`src/rtl/ext_trig_counter.sv`:
```
module ext_trig_counter #(
  parameter int CNT_W = 16
) (
  input  logic             clk,
  input  logic             rst_n,
  input  logic             ext_clk_i,
  input  logic             ch1_i,
  input  logic             ext_clk_en,
  input  logic             ext_pol,
  input  logic [1:0]       ext_psc,
  input  logic [2:0]       trig_sel,
  input  logic             trig_pol,
  input  logic [2:0]       slave_mode,
  input  logic             run_i,
  input  logic             dbg_halt,
  input  logic             dbg_stop_en,
  input  logic             flag_clr,
  output logic [CNT_W-1:0] count_o,
  output logic             cnt_en_o,
  output logic             trig_flag_o
);
  localparam logic [2:0] MODE_TRIG = 3'b110;
  localparam logic [2:0] SRC_CH1   = 3'b101;

  logic [1:0] ext_sync, ch_sync;
  logic       ext_prev, ch_prev;
  logic       ext_edge_q, trig_q;
  logic [2:0] pcnt;

  // synchronize, detect, register the edge pulse
  always_ff @(posedge clk or negedge rst_n) begin
    if (!rst_n) begin
      ext_sync   <= '0;
      ch_sync    <= '0;
      ext_prev   <= 1'b0;
      ch_prev    <= 1'b0;
      ext_edge_q <= 1'b0;
      trig_q     <= 1'b0;
    end else begin
      ext_sync   <= {ext_sync[0], ext_clk_i};
      ch_sync    <= {ch_sync[0], ch1_i};
      ext_prev   <= ext_sync[1];
      ch_prev    <= ch_sync[1];
      ext_edge_q <= ext_pol ? (~ext_sync[1] & ext_prev) : (ext_sync[1] & ~ext_prev);
      trig_q     <= (trig_sel == SRC_CH1) &
                    (trig_pol ? (~ch_sync[1] & ch_prev) : (ch_sync[1] & ~ch_prev));
    end
  end

  wire [2:0] pmask  = 3'((4'd1 << ext_psc) - 4'd1);
  wire       pevent = ext_edge_q && ((pcnt & pmask) == pmask);
  wire       tick   = ext_clk_en ? pevent : 1'b1;
  wire       freeze = dbg_halt & dbg_stop_en;

  always_ff @(posedge clk or negedge rst_n) begin
    if (!rst_n) begin
      pcnt        <= '0;
      count_o     <= '0;
      cnt_en_o    <= 1'b0;
      trig_flag_o <= 1'b0;
    end else begin
      if (ext_edge_q) pcnt <= pevent ? 3'd0 : pcnt + 3'd1;
      if (cnt_en_o && tick && !freeze) count_o <= count_o + 1'b1;
      cnt_en_o    <= (slave_mode == MODE_TRIG) ? (cnt_en_o | trig_q) : run_i;
      trig_flag_o <= trig_q | (trig_flag_o & ~flag_clr);
    end
  end

  AST_TRIG_SETS_FLAG: assert property (@(posedge clk) disable iff (!rst_n)
    trig_q |=> trig_flag_o);
  AST_TRIG_ENABLES: assert property (@(posedge clk) disable iff (!rst_n)
    (slave_mode == MODE_TRIG && trig_q) |=> cnt_en_o);
  AST_ENABLE_STICKS: assert property (@(posedge clk) disable iff (!rst_n)
    (slave_mode == MODE_TRIG && cnt_en_o) |=> cnt_en_o);
  AST_IDLE_HOLDS: assert property (@(posedge clk) disable iff (!rst_n)
    !cnt_en_o |=> $stable(count_o));
  AST_FREEZE_HOLDS: assert property (@(posedge clk) disable iff (!rst_n)
    (dbg_halt && dbg_stop_en) |=> $stable(count_o));
  AST_NO_EDGE_NO_COUNT: assert property (@(posedge clk) disable iff (!rst_n)
    (ext_clk_en && !ext_edge_q) |=> $stable(count_o));
  AST_STEP_BY_ONE: assert property (@(posedge clk) disable iff (!rst_n)
    1'b1 |=> (count_o == $past(count_o) || count_o == CNT_W'($past(count_o) + 1'b1)));
endmodule

```
`config.mk`:
```
export PLATFORM = sky130hd
export DESIGN_NAME = ext_trig_counter
export DESIGN_NICKNAME = d
export VERILOG_FILES = /design/src/rtl/ext_trig_counter.sv
export SDC_FILE = /design/constraint.sdc
export NUM_CORES = 1
export LEC_CHECK = 0
export BUFFER_PORTS_ARGS = -buffer_cell sky130_fd_sc_hd__buf_2
export CORE_MARGIN = 5
export CORE_UTILIZATION = 45
export DETAILED_ROUTE_END_ITERATION = 6
export PLACE_DENSITY = 0.73
export SLEW_MARGIN = 30
export SYNTH_ARGS = -nofsm -noshare
export SYNTH_HDL_FRONTEND = slang
export SYNTH_SLANG_ARGS = --single-unit
```
`constraint.sdc`:
```
create_clock -name clk -period 1.5 [get_ports clk]
set_input_delay 0.075 -clock clk [delete_from_list [all_inputs] [get_ports clk]]
set_output_delay 0.075 -clock clk [all_outputs]
set_load 0.01 [all_outputs]
```
==> run_results.csv <==
group,metric,value,unit
run_status,status,"finished with violations",
sta,hold_viol,0,
sta,worstMarginPinSlew,0.628,ns
clocking,clk_latency,0.33,ns
placed_design,hpwlAfterDp,2080,µm
critical_path,worstPathArrival,1.90,ns
critical_path,required,1.75,ns
sta,max_clock_freq,606,MHz
critical_path,path_class,"flop to flop",
synth,ys_ff_latch,29,
sta,final.setup.tns,-0.960,ns
worst_hold_path,hold_class,"input port to flop",
die,ioPinCount,37,
synth,ys.flop_type,"dfrtp_1",
die,die_h,63.7,µm
die,num_rows,19,
synth,seq_area_frac_synth,55.9,%
pwr,total_power,2.16,mW
synth,postSynthCellCount,113,
clocking,cts_max_level,2,
critical_path,path_cells,"inv_2 > a221o_1 > a21o_4 > buf_12 > nor4_4 > xor2_1",
critical_path,worstSetupStartpointType,"flop",
drt,avgRoutedWirePerCell,13.6,µm
global_routing,grt_max_degree,30,
placed_design,gp_congestion,0.806,
drt,wl,2890,µm
run,maxCapViolations,0,
clocking,clkSinkCount,29,
die,start_util,47.1,%
placed_design,post-place-cells,193,
die,dieWidth,63.7,µm
clocking,cts_tree,"done",
drt,antenna_left,0,
synth,ys_types,27,
sta,drv_slew,0,
critical_path,crit_fanout,5,
finish,area_growth_syn_to_layout,43.7,%
drt,first_pass_iters,4,
finish,drive_above_1_share,42.3,%
finish,nNetsFinal,202,
pwr,peakVddDrop,0.953,mV
die,core_area,2760,µm²
pwr,pwr_density_cell,1160,nW/µm²
clocking,clkTransAtPathRegs,0.10,ns
sta,grt_setup_unrepaired,"true",
sta,setup_slack,-0.149,ns
sta,skew,0.0167,ns
critical_path,crit_buf_inv,2,
sta,slew-limit-headroom,58.2,%
finish,num_antenna_cells,0,
clocking,clock_path_buffers,2,
clocking,cts_buffers,5,
global_routing,grt_pass1_vias,1109,
global_routing,antenna_found_initial,0,
synth,syn-cell-area,1300,µm²
synth,syn_avg_cell_area,11.5,µm²
worst_hold_path,min_from,"flag_clr",
clocking,cts-root-buf,"clkbuf_4",
die,die_area,4060,µm²
sta,timing.hold.ws,0.00871,ns
critical_path,cpLargestDelayFamily,"compound AO/OA/AOI/OAI gates",
drt,vias,1075,
global_routing,grtUsageTotal,14.6,%
placed_design,port-buffer-count,36,
global_routing,gr-total-overflow,0,
pwr,total_leakage_power,0.931,nW
critical_path,r2r-start,"ext_edge_q",
synth,synth_edf_count,0,
global_routing,grt_pass1_wl,4710,µm
critical_path,worstSetupStartpoint,"ext_edge_q",
synth,async_flop_share,100,%
critical_path,endpoint_kind,"flop",
run_status,violations,"setup timing",
placed_design,pre_cts_ws,-0.108,ns
sta,finalSetupViolCount,12,
drt,drt-initial-drc-count,33,
sta,min_period,1.65,ns
critical_path,cpMaxStageDelayCell,"dfrtp_1",
critical_path,slowest_delay,0.38,ns
synth,synth_warnings,0,
sta,period_share,110,%
synth,synth.net_count,134,
finish,instances_no_fill,213,
drt,drcViolationCount,0,
drt,avgViaCountPerCell,5.05,
final timing paths:
kind / end / slack, ns / depth (start not counted)
min reg2reg: ch_sync[1] / 0.35 / 0
min in group asynchronous: pcnt[0] / 0.30 / 2
min: trig_flag_o / 0.009 / 3
max: count_o[13] / -0.15 / 6
max in group asynchronous: ext_sync[0] / 0.78 / 2
max reg2reg: count_o[13] / -0.15 / 6
cells in the mapped netlist (3+ instances only):
| master | number | area share [%] |
|---|---|---|
| nand2_1 | 16 | 4.6 |
| nand3_1 | 7 | 2.7 |
| nor2b_1 | 3 | 1.4 |
| xnor2_1 | 7 | 4.7 |
| nor3_1 | 4 | 1.5 |
| nor4_4 | 3 | 4.9 |
| inv_1 | 4 | 1.2 |
| nor2_1 | 6 | 1.7 |
| o21ai_0 | 5 | 1.9 |
| xor2_1 | 8 | 5.4 |
| dfrtp_1 | 29 | 56 |
| nand4_1 | 3 | 1.4 |
cell families after synthesis:
kind of cell | Yosys count | synth area share, %
AOI/OAI and AO/OA | 11 | 6.65
xor gates and xnor gates | 15 | 10.1
adders and majority gates | 2 | 1.93
buffers and inverters | 6 | 2.31
DFF | 29 | 55.9
muxes | 1 | 0.771
and+or+nand+nor | 49 | 22.3
stage by stage:
stage          cell area, µm²  utilization (%)
2_1_floorplan            1320                -
3_3_place_gp             1650             59.8
3_5_place_dp             1650             59.8
4_1_cts                  1780             64.5
5_1_grt                  1860             67.6
6_report                 1860             67.6
power breakdown:
group,internal [mW],switching (mW)
Combinational,0.357,0.341
Sequential,0.903,0.118
Clock,0.186,0.254
placed cells by master, fill, tap and decap left out, types with 2 or more instances in the layout:
| cell type | Yosys | final |
|---|---|---|
| nand2_1 | 16 | 16 |
| clkbuf_4 | 0 | 5 |
| dfrtp_1 | 29 | 29 |
| xor2_1 | 8 | 8 |
| nand4_1 | 3 | 3 |
| o21ai_0 | 5 | 5 |
| nor2b_1 | 3 | 2 |
| buf_2 | 0 | 36 |
| buf_4 | 0 | 16 |
| dlygate4sd3_1 | 0 | 7 |
| nor4_4 | 3 | 3 |
| ha_1 | 2 | 2 |
| nand3_1 | 7 | 6 |
| nor2_1 | 6 | 5 |
| inv_1 | 4 | 4 |
| xnor2_1 | 7 | 6 |
| nor3_2 | 1 | 2 |
| clkbuf_1 | 0 | 3 |
| nor3_1 | 4 | 2 |
layout make-up:
type	instances	area, µm²
Clock buffer	8	48.8
Fill cell	230	893
Inverter	5	18.8
Multi-Input combinational cell	78	606
Sequential cell	29	726
Tap cell	31	38.8
Timing Repair Buffer	62	427
worst min-delay path, cell delays in order:
cell and delay, ns:
buf_2 0.10, inv_1 0.04, a21o_1 0.10
state kept, by name, indices dropped and copies added, names as in the netlist:
register,count
ext_prev,1
ext_edge_q,1
ch_sync,2
count_o,16
ch_prev,1
cnt_en_o,1
trig_q,1
pcnt,3
ext_sync,2
trig_flag_o,1
metal layers:
| metal | GRT usage, % | part of all wire (%) | vias to the layer above | routed length, µm |
|---|---|---|---|---|
| li1 | - | - | 522 | - |
| met1 | 17.6 | 42 | 519 | 1230 |
| met2 | 23.2 | 50 | 26 | 1450 |
| met3 | 5.68 | 5.6 | 8 | 161 |
| met4 | 5.97 | 1.7 | 0 | 49 |
| met5 | 0 | 0 | - | 0 |
what timing repair did:
action	4_1_cts	5_1_grt
gates cloned	0	1
buffers inserted	0	4
setup endpoints to repair	14	15
endpoints found under the hold margin	34	0
hold buffers	7	0
gates resized for setup	3	5
pin swaps	3	7
(Power assumes the default switching activity.)
